--- src/rtl/gpio_mask_port.sv ---
module gpio_mask_port #(
  parameter int NPIN   = 8,
  parameter int ADDR_W = 12
) (
  input  logic              clk,
  input  logic              rst_n,
  input  logic              psel,
  input  logic              penable,
  input  logic              pwrite,
  input  logic [ADDR_W-1:0] paddr,
  input  logic [NPIN-1:0]   pwdata,
  output logic [NPIN-1:0]   prdata,
  output logic              pready,
  input  logic [NPIN-1:0]   pin_in,
  output logic [NPIN-1:0]   pin_out,
  output logic [NPIN-1:0]   pin_oe
);
  localparam int MSK_HI = NPIN + 1;
  localparam logic [ADDR_W-1:0] DIR_OFF = ADDR_W'(1) << (NPIN + 2);

  logic [NPIN-1:0] lat, dir, sync1, sync2, msk, mixed;
  logic data_hit, dir_hit, wr_en, rd_en;

  assign msk      = paddr[MSK_HI:2];
  assign data_hit = (paddr[ADDR_W-1:NPIN+2] == '0) && (paddr[1:0] == 2'b00);
  assign dir_hit  = (paddr == DIR_OFF);
  assign wr_en    = psel & penable & pwrite;
  assign rd_en    = psel & ~pwrite;

  always_ff @(posedge clk or negedge rst_n) begin
    if (!rst_n) begin
      lat <= '0;
      dir <= '0;
    end else begin
      if (wr_en && data_hit) lat <= (lat & ~msk) | (pwdata & msk);
      if (wr_en && dir_hit)  dir <= pwdata;
    end
  end

  always_ff @(posedge clk or negedge rst_n) begin
    if (!rst_n) begin
      sync1 <= '0;
      sync2 <= '0;
    end else begin
      sync1 <= pin_in;
      sync2 <= sync1;
    end
  end

  assign mixed = (lat & dir) | (sync2 & ~dir);

  always_comb begin
    prdata = '0;
    if (rd_en) begin
      if (data_hit)     prdata = mixed & msk;
      else if (dir_hit) prdata = dir;
    end
  end

  assign pin_oe  = dir;
  assign pin_out = lat & dir;
  assign pready  = 1'b1;
endmodule

--- config.mk ---
export PLATFORM = sky130hd
export DESIGN_NAME = gpio_mask_port
export DESIGN_NICKNAME = d
export VERILOG_FILES = /design/src/rtl/gpio_mask_port.sv
export SDC_FILE = /design/constraint.sdc
export NUM_CORES = 1
export LEC_CHECK = 0
export BUFFER_PORTS_ARGS = -buffer_cell sky130_fd_sc_hd__buf_2
export CORE_ASPECT_RATIO = 1.5
export CORE_MARGIN = 3
export CORE_UTILIZATION = 45
export CTS_CLUSTER_DIAMETER = 120
export DETAILED_ROUTE_END_ITERATION = 6
export PLACE_DENSITY = 0.75
export SYNTH_ARGS = -nofsm -noshare
export SYNTH_HDL_FRONTEND = slang
export SYNTH_SLANG_ARGS = --single-unit
--- constraint.sdc ---
create_clock -name clk -period 1.3 [get_ports clk]
set_clock_uncertainty 0.15 [all_clocks]
set_input_delay 0.065 -clock clk [delete_from_list [all_inputs] [get_ports clk]]
set_output_delay 0.065 -clock clk [all_outputs]
set_load 0.02 [all_outputs]
==> out/metrics.yaml, run 1 <==
status:
  status: "finished with violations"
  violations: "negative setup slack"
critical_path:
  critical_path_required_ns: 1.09
  r2r_start: "pin_oe[3]"
  crit_start: "pin_oe[6]"
  crit_slowest_cell: "dfrtp_1"
  critPathCaptureType: "output port"
  crit_arrival_ns: 1.44
  crit_fanout: 2
  worstPathCellList: "mux2_4, a32oi_1, nor2_1, buf_4"
  critical_path_class: "reg2out"
  critPathMaxStageDelay_ns: 0.42
  start_kind: "register"
  reg2reg_slack_ns: 0.09
clock_tree:
  cts_buffers: 5
  cts.htree.levels: 2
  worstSkewPairLatency_ns: 0.28
  clkSinkCount: 32
  clk_pin_slew_ns: 0.07
  cts_buffer_depth: 2
  root_buffer: "clkbuf_8"
  cts_tree: "built"
placement:
  dpl.hpwl_mm: 2.80
  place_congestion: 0.763
  dp_cells: 214
  portBuffers: 56
logic_synthesis:
  synth_top_cell_by_area: "dfrtp_1"
  synth_cell_types: 16
  netlist_area_sq_um: 1430
  avgSynthCellArea_sq_um: 13.9
  synth_seq_cells: 32
  synth_cells: 103
  ys_seq_area_share_pct: 56.0
  syn-num-nets: 136
  synth_area_leaders: "dfrtp_1, mux2_4, mux2_2, a32oi_1, and2_1"
  synth_warnings: 0
  synth_top_cell_area_share_pct: 56.0
grt:
  grt_first_pass_wirelength_mm: 6.64
  grt_max_degree: 19
  grt_pass1_vias: 1366
  track_usage_pct: 24.1
  grt.overflow.total: 0
  antenna_found_initial: 0
die:
  die_w_um: 52.0
  rows: 24
  die_h_um: 75.0
  core-area_sq_um: 2970
  dieArea_sq_um: 3900
  ioPinCount: 58
  start_util_pct: 48.1
routing:
  wirelength_mm: 4.51
  drtIter0Drc: 26
  wire_per_inst_um: 18.5
  num_vias: 1251
  first_pass_iters: 4
  ant_nets: 0
  drc_errors: 0
  vias_per_cell: 5.13
cells_and_area:
  drive_above_1_share_pct: 65.4
  multi_input_area_sq_um: 681
  num-fill-cells: 154
  final_cells: 244
  register_area_sq_um: 801
  area_growth_pct: 69.8
  diodes: 0
  fin_nets: 238
sta:
  rsz0062_at_grt: "true"
  hold_slack_ns: 0.0810
  final_hold_viol_count: 0
  post-route-period-util_pct: 127
  tns_ns: -2.78
  finalSetupViolCount: 15
  fin_ws_ns: -0.357
  drv_slew: 0
  fmaxAchievable_mhz: 604
  min_period_ns: 1.66
job:
  maxCapViolations: 0
hold_path:
  hp-class: "in2reg"
  min_from: "paddr[7]"
pwr:
  p_leak_nw: 1.22
  power.density_nw_per_um2: 880
  ir_drop_v: 0.000846
[cell usage after synthesis]
| cell type | number |
|---|---|
| dfrtp_1 | 32 |
| mux2_4 | 16 |
| nor2_1 | 9 |
| a32oi_1 | 8 |
| and2_1 | 8 |
| mux2_2 | 8 |
| nand2_1 | 8 |
| and4_1 | 3 |
| buf_4 | 3 |
| nor3_1 | 2 |
| buf_1 | 1 |
| buf_6 | 1 |
| conb_1 | 1 |
| nand2b_1 | 1 |
| nor4_4 | 1 |
| nor4b_1 | 1 |
[cells in the final DEF, fill, tap and decap left out]
cell,instances
mux2_2,5
dlygate4sd3_1,20
nor4b_2,1
buf_2,37
nand2b_1,1
and4_4,1
a32oi_1,4
nor3_1,2
mux2_4,19
conb_1,1
and4_1,2
nor4_4,1
buf_4,21
buf_12,1
dfrtp_1,32
nor2_1,9
and2_4,8
clkbuf_8,7
buf_6,21
nand2_2,8
a32oi_2,4
[power by group]
| part | internal [mW] | switching [mW] |
|---|---|---|
| Clock | 0.471 | 0.350 |
| Combinational | 0.144 | 0.102 |
| Sequential | 1.04 | 0.0255 |
| Total | 1.66 | 0.477 |
[critical path, delay by kind of cell (launching register included)]
family,cells,cell delay [ns]
compound gates,1,0.19
mux,1,0.32
buf+inv,1,0.17
simple gates,1,0.06
flops,1,0.42
[cells by family after synthesis]
group | share of synthesized area (%)
buf+inv | 2.63
other cells | 0.262
simple gates | 13.0
compound gates | 4.90
flops | 56.0
mux | 23.1
[per-layer routing]
layer  GRT usage [%]  vias to the layer above  routed length (um)
li1                -                      569                   -
met1            25.4                      610                1580
met2            43.5                       59                2550
met3            5.54                       13                 241
met4            13.4                        0                 138
met5               0                        -                   0
[path summary, 6_finish.rpt]
path | cells after the start | end
worst max-delay path | 4 | prdata[6]
worst min-delay path | 4 | register
worst max register to register | 3 | pin_oe[3]
worst min register to register | 0 | sync2[6]
max in group asynchronous | 3 | sync2[3]
min in group asynchronous | 2 | asynchronous set/reset pin
[metrics by stage]
step | utilization [%] | setup WS (ns) | area, sq um | power [mW]
5_1_grt | 81.6 | -0.408 | 2430 | 2.21
4_1_cts | 78.3 | -0.349 | 2330 | 2.14
3_3_place_gp | 64.5 | -0.257 | 1920 | 1.25
6_report | 81.6 | -0.357 | 2430 | 2.13
2_1_floorplan | - | -0.217 | 1460 | 1.14
3_5_place_dp | 64.5 | -0.313 | 1920 | 1.26
[area by class of cell]
| cell class | instances | share of cell area [%] |
|---|---|---|
| clock buffers | 7 | 3.97 |
| well taps | 39 | 2.01 |
| repair buffers | 100 | 33.0 |
| flip-flops and latches | 32 | 33.0 |
| multi-input cells | 66 | 28.1 |
[repair_timing]
item | 4_1_cts | 5_1_grt
gates resized for setup | 35 | 22
pin swaps | 11 | 3
setup buffers | 1 | 5
hold endpoints to repair | 56 | 0
setup endpoints to repair | 18 | 24
hold buffers | 20 | 0
Power figures use the tool's default switching activity.
==> inputs of run 2 (changes only) <==
--- a/config.mk
+++ b/config.mk
@@ -6,12 +6,14 @@
 export NUM_CORES = 1
 export LEC_CHECK = 0
 export BUFFER_PORTS_ARGS = -buffer_cell sky130_fd_sc_hd__buf_2
+export CAP_MARGIN = 20
 export CORE_ASPECT_RATIO = 1.5
 export CORE_MARGIN = 3
 export CORE_UTILIZATION = 45
 export CTS_CLUSTER_DIAMETER = 120
 export DETAILED_ROUTE_END_ITERATION = 6
 export PLACE_DENSITY = 0.75
+export REMOVE_ABC_BUFFERS = 1
 export SYNTH_ARGS = -nofsm -noshare
 export SYNTH_HDL_FRONTEND = slang
 export SYNTH_SLANG_ARGS = --single-unit
==> run 2 against run 1 <==
- the flow still finishes with violations (negative setup slack)
- sequential power hardly changed
- critical path depth stayed put
- power is 1.6% lower
- cell area is 3.8% lower
- cell count is 0.82% lower
- critical path type unchanged
- critical endpoint is now prdata[4]
- highest routed layer unchanged
==> out/metrics.yaml, run 2 (synthesized netlist as in run 1, its figures left out) <==
status:
  status: "finished with violations"  # unchanged
  violations: "negative setup slack"  # unchanged
grt:
  grt_pass1_vias: 1419  # was 1366
  grt_first_pass_wirelength_mm: 6.58  # was 6.64 mm
  grt.overflow.total: 0  # unchanged
  antenna_found_initial: 0  # unchanged
  track_usage_pct: 23.6  # was 24.1%
  grt_max_degree: 18  # was 19
critical_path:
  rr_endpoint: "pin_oe[4]"  # was pin_oe[3]
  start_kind: "register"  # unchanged
  critical_path_class: "reg2out"  # unchanged
  reg2reg_depth: 3  # unchanged
  critPathTopFamily: "flip-flops"  # unchanged
  critPathMaxStageDelay_ns: 0.41  # was 0.42 ns
  crit_arrival_ns: 1.45  # was 1.44 ns
  critPathCaptureType: "output port"  # unchanged
  critical_path_required_ns: 1.09  # about the same
  r2r_start: "pin_oe[4]"  # was pin_oe[3]
  worstPathCellList: "mux2_4, a32oi_1, nor2_1, buf_4"  # unchanged
  crit_slowest_cell: "dfrtp_1"  # unchanged
  crit_fanout: 2  # unchanged
  critical_path_buf_inv_count: 1  # unchanged
  reg2reg_slack_ns: 0.11  # was 0.09 ns
sta:
  hold_slack_ns: 0.0100  # was 0.0810 ns
  fin_ws_ns: -0.362  # was -0.357 ns
  drv_slew: 0  # unchanged
  min_period_ns: 1.66  # about the same
  final_hold_viol_count: 0  # unchanged
  rsz0062_at_grt: "true"  # unchanged
  post-route-period-util_pct: 128  # was 127%
  fmaxAchievable_mhz: 602  # was 604 MHz
  finalSetupViolCount: 10  # was 15
cells_and_area:
  layout_common_cells: "buf_2, dfrtp_1, buf_4, mux2_4, dlygate4sd3_1"  # was buf_2, dfrtp_1, buf_6, buf_4, dlygate4sd3_1
  num-fill-cells: 190  # was 154
  area_growth_pct: 63.3  # was 69.8%
  final_area_sq_um: 2330  # was 2430 sq um
  diodes: 0  # unchanged
  utilization_pct: 78.5  # was 81.6%
  fin_nets: 235  # was 238
  drive_above_1_share_pct: 59.1  # was 65.4%
  final_common_cell: "buf_2"  # unchanged
die:
  core-area_sq_um: 2970  # unchanged
  die_w_um: 52.0  # unchanged
  start_util_pct: 48.1  # unchanged
  rows: 24  # unchanged
  ioPinCount: 58  # unchanged
  die_h_um: 75.0  # unchanged
  dieArea_sq_um: 3900  # unchanged
routing:
  wire_per_inst_um: 17.7  # was 18.5 um
  vias_per_cell: 5.22  # was 5.13
  ant_nets: 0  # unchanged
  wirelength_mm: 4.29  # was 4.51 mm
  met2_length_mm: 2.49  # was 2.55 mm
  wirelength_met1_mm: 1.58  # about the same
  drtIter0Drc: 32  # was 26
  top_layer: "met4"  # unchanged
  routed-wl-met3_um: 173  # was 241 um
  num_vias: 1263  # was 1251
  drc_errors: 0  # unchanged
  first_pass_iters: 4  # unchanged
hold_path:
  hp-class: "in2reg"  # unchanged
  min_from: "paddr[4]"  # was paddr[7]
  min_path_cells: 3  # was 4
placement:
  place_congestion: 0.735  # was 0.763
  dpl.hpwl_mm: 2.91  # was 2.80 mm
  place_area_sq_um: 1890  # was 1920 sq um
  portBuffers: 56  # unchanged
clock_tree:
  cts_buffer_depth: 2  # unchanged
  cts_buffers: 5  # unchanged
  clk_pin_slew_ns: 0.07  # about the same
  worstSkewPairLatency_ns: 0.28  # about the same
  clkSinkCount: 32  # unchanged
  cts.htree.levels: 2  # unchanged
  cts_tree: "built"  # unchanged
  root_buffer: "clkbuf_8"  # unchanged
pwr:
  p_leak_nw: 1.17  # was 1.22 nW
  ir_drop_v: 0.000917  # was 0.000846 V
  finalPower_mw: 2.10  # was 2.13 mW
  power.density_nw_per_um2: 899  # was 880 nW/um^2
job:
  maxCapViolations: 0  # unchanged
==> run 2: changes by cell type in the layout (fill, tap and decap cells not counted), moves of 3 or more <==
cell	delta
nand2_2	-8
nand2_1	+8
buf_2	+3
buf_6	-6
a32oi_2	-4
a32oi_1	+4
==> run 2: area by class of cell <==
| class | count | area (sq um) | area share [%] |
|---|---|---|---|
| clock buffer | 6 | 82.6 | 3.54 |
| clock inverter | 2 | 10.0 | 0.429 |
| multi-input combinational | 66 | 639 | 27.4 |
| sequential | 32 | 801 | 34.3 |
| tap | 39 | 48.8 | 2.09 |
| timing repair buffer | 97 | 752 | 32.2 |
==> run 2: per-stage QoR <==
step	instances	worst slack, ns	TNS [ns]
floorplan	98	-0.438	-5.37
global placement	214	-0.322	-4.73
detailed placement	214	-0.399	-6.31
CTS	241	-0.331	-2.59
global route	242	-0.393	-3.56
finish	242	-0.362	-2.72
==> run 2: timing repair <==
item	CTS	global route
pin swaps	11	3
buffers inserted	3	6
hold buffers	19	0
cloned	0	0
endpoints found under the hold margin	56	0
endpoints found under the setup margin	24	24
resized for setup	35	11
==> run 2: power by group <==
part	total (mW)	switching [mW]	internal (mW)
combinational	0.244	0.0988	0.145
clock	0.788	0.366	0.422
sequential	1.07	0.0259	1.04
==> run 2: routing by layer <==
metal	vias to the layer above	track usage (%)
li1	566	-
met2	47	45.7
met5	-	0
met4	0	8.16
met1	646	23.7
met3	4	5.94
==> run 2: worst max-delay path by stage <==
stage	start	end	cells after the start
2_1_floorplan	paddr[6]	pin_oe[0]	4
4_1_cts	pin_oe[1]	prdata[1]	4
5_1_grt	pin_oe[4]	prdata[4]	4
3_5_place_dp	paddr[7]	pin_oe[7]	6
3_3_place_gp	paddr[7]	pin_oe[0]	6
6_report	pin_oe[4]	prdata[4]	4
==> run 2: worst register-to-register path, cell delays in order (launching register included) <==
cell and delay [ns]:
dfrtp_1 0.41, buf_6 0.14, buf_4 0.12, mux2_4 0.26
==> inputs of run 3 (changes only) <==
--- a/config.mk
+++ b/config.mk
@@ -13,6 +13,7 @@
 export CTS_CLUSTER_DIAMETER = 120
 export DETAILED_ROUTE_END_ITERATION = 6
 export PLACE_DENSITY = 0.75
+export RECOVER_POWER = 100
 export REMOVE_ABC_BUFFERS = 1
 export SYNTH_ARGS = -nofsm -noshare
 export SYNTH_HDL_FRONTEND = slang
==> run 3 against run 2 <==
- the flow still finishes with violations (negative setup slack)
- critical endpoint unchanged
- worst hold slack got worse by 0.0053 ns
- via count up 1.6%
- clock-buffer cell count did not move
- clock power increased by 0.8%
- combinational power down 4%
- critical path type unchanged
- critical path depth unchanged
- non-clock buffer count is the same
==> out/metrics.yaml, run 3 (synthesized netlist as in run 1, its figures left out) <==
pwr:
  finalPower_mw: 2.10  # about the same
  clkPwrFrac_pct: 37.9  # was 37.5%
  ir_drop_v: 0.000919  # was 0.000917 V
  combPwrFrac_pct: 11.2  # was 11.6%
  power_frac_seq_pct: 50.9  # about the same
  swShare_pct: 23.6  # was 23.4%
  intPower_mw: 1.60  # was 1.61 mW
  power.density_nw_per_um2: 910  # was 899 nW/um^2
  power_switching_uw: 494  # was 490 uW
  p_leak_nw: 1.16  # was 1.17 nW
critical_path:
  start_kind: "register"  # unchanged
  critical_path_class: "reg2out"  # unchanged
  critical_path_required_ns: 1.09  # about the same
  crit_slowest_cell: "dfrtp_1"  # unchanged
  critPathCaptureType: "output port"  # unchanged
  critPathMaxStageDelay_ns: 0.41  # about the same
  worstPathCellList: "mux2_4, a32oi_1, nor2_1, buf_4"  # unchanged
  crit_arrival_ns: 1.45  # about the same
  crit_fanout: 2  # unchanged
hold_path:
  hp-class: "in2reg"  # unchanged
sta:
  min_period_ns: 1.66  # about the same
  fin_ws_ns: -0.364  # was -0.362 ns
  final_hold_viol_count: 0  # unchanged
  hold_slack_ns: 0.00471  # was 0.0100 ns
  fmaxAchievable_mhz: 601  # was 602 MHz
  drv_slew: 0  # unchanged
  finalSetupViolCount: 10  # unchanged
  post-route-period-util_pct: 128  # about the same
  rsz0062_at_grt: "true"  # unchanged
  tns_ns: -2.77  # was -2.72 ns
placement:
  dpl.hpwl_mm: 2.91  # unchanged
  portBuffers: 56  # unchanged
  place_congestion: 0.735  # unchanged
die:
  die_w_um: 52.0  # unchanged
  start_util_pct: 48.1  # unchanged
  rows: 24  # unchanged
  die_h_um: 75.0  # unchanged
  ioPinCount: 58  # unchanged
  core-area_sq_um: 2970  # unchanged
  dieArea_sq_um: 3900  # unchanged
cells_and_area:
  drive_above_1_share_pct: 58.6  # was 59.1%
  fin_nets: 235  # unchanged
  multi_input_area_sq_um: 631  # was 639 sq um
  register_area_sq_um: 801  # unchanged
  utilization_pct: 77.5  # was 78.5%
  layout_common_cells: "buf_2, dfrtp_1, mux2_4, dlygate4sd3_1, buf_4"  # was buf_2, dfrtp_1, buf_4, mux2_4, dlygate4sd3_1
  final_common_cell: "buf_2"  # unchanged
  num-fill-cells: 196  # was 190
  area_growth_pct: 61.2  # was 63.3%
  diodes: 0  # unchanged
routing:
  drtIter0Drc: 20  # was 32
  wirelength_mm: 4.29  # about the same
  drc_errors: 0  # unchanged
  vias_per_cell: 5.30  # was 5.22
  wire_per_inst_um: 17.7  # about the same
  ant_nets: 0  # unchanged
  num_vias: 1283  # was 1263
  first_pass_iters: 4  # unchanged
clock_tree:
  cts_buffers: 5  # unchanged
  root_buffer: "clkbuf_8"  # unchanged
  clkSinkCount: 32  # unchanged
  cts_tree: "built"  # unchanged
  cts.htree.levels: 2  # unchanged
  worstSkewPairLatency_ns: 0.29  # was 0.28 ns
  cts_buffer_depth: 2  # unchanged
  clk_pin_slew_ns: 0.07  # about the same
job:
  maxCapViolations: 0  # unchanged
grt:
  antenna_found_initial: 0  # unchanged
  grt.overflow.total: 0  # unchanged
  grt_max_degree: 18  # unchanged
  grt_first_pass_wirelength_mm: 6.58  # unchanged
  grt_pass1_vias: 1419  # unchanged
  track_usage_pct: 23.6  # unchanged
status:
  status: "finished with violations"  # unchanged
  violations: "negative setup slack"  # unchanged
==> run 3: cell types whose count changed in the layout (fill, tap and decap cells not counted) <==
| cell | previous run | this run |
|---|---|---|
| clkbuf_1 | 0 | 1 |
| nor4_2 | 0 | 1 |
| clkbuf_2 | 0 | 9 |
| nor4_4 | 1 | 0 |
| buf_2 | 40 | 33 |
| buf_12 | 1 | 0 |
| buf_4 | 21 | 19 |
==> run 3: path summary, 6_finish.rpt <==
kind	from	cells past startpoint	to	slack [ns]
max	pin_oe[4]	4	prdata[4]	-0.36
min	paddr[4]	3	register	0.005
max in group asynchronous	rst_n	3	asynchronous set/reset pin	0.15
max reg2reg	pin_oe[4]	3	pin_oe[4]	0.11
min reg2reg	sync1[7]	0	sync2[7]	0.20
min in group asynchronous	rst_n	2	sync2[5]	0.09
==> run 3: metal layers <==
metal	vias to the layer above	track usage (%)	share of wire, %
met2	58	45.7	57
met1	652	23.7	36
li1	569	-	-
met5	-	0	0
met3	4	5.94	5.4
met4	0	8.16	0.98
==> run 3: critical path, delay by kind of cell, from the launching register on <==
family | cells | cell delay (ns)
flops | 1 | 0.41
mux | 1 | 0.31
compound gates | 1 | 0.20
buf+inv | 1 | 0.17
simple gates | 1 | 0.07
==> run 3: area by class of cell <==
cell class / instances / share of cell area [%]
multi-input combinational: 66 / 27.4
timing repair buffer: 97 / 31.7
clock inverter: 2 / 0.435
tap: 39 / 2.12
clock buffer: 6 / 3.59
sequential: 32 / 34.8
==> run 3: repair_timing <==
action	in CTS	in global routing
setup endpoints to repair	24	24
hold endpoints to repair	56	0
buffers inserted	3	6
hold buffers	19	0
resized for setup	35	11
pin swaps	11	3
==> run 3: power groups by stage <==
stage | sequential, mW | clock (mW) | combinational (mW)
after global placement | 1.08 | 0 | 0.175
after floorplan | 1.07 | 0 | 0.0587
after detailed placement | 1.08 | 0 | 0.184
after CTS | 1.07 | 0.809 | 0.239
final | 1.07 | 0.794 | 0.235
after global routing | 1.07 | 0.848 | 0.253
==> run 3: per-stage QoR <==
stage	worst slack, ns	cells	instance area (sq um)
global route	-0.393	242	2300
detailed placement	-0.399	214	1890
global placement	-0.322	214	1890
floorplan	-0.438	98	1390
CTS	-0.331	241	2290
finish	-0.364	242	2300
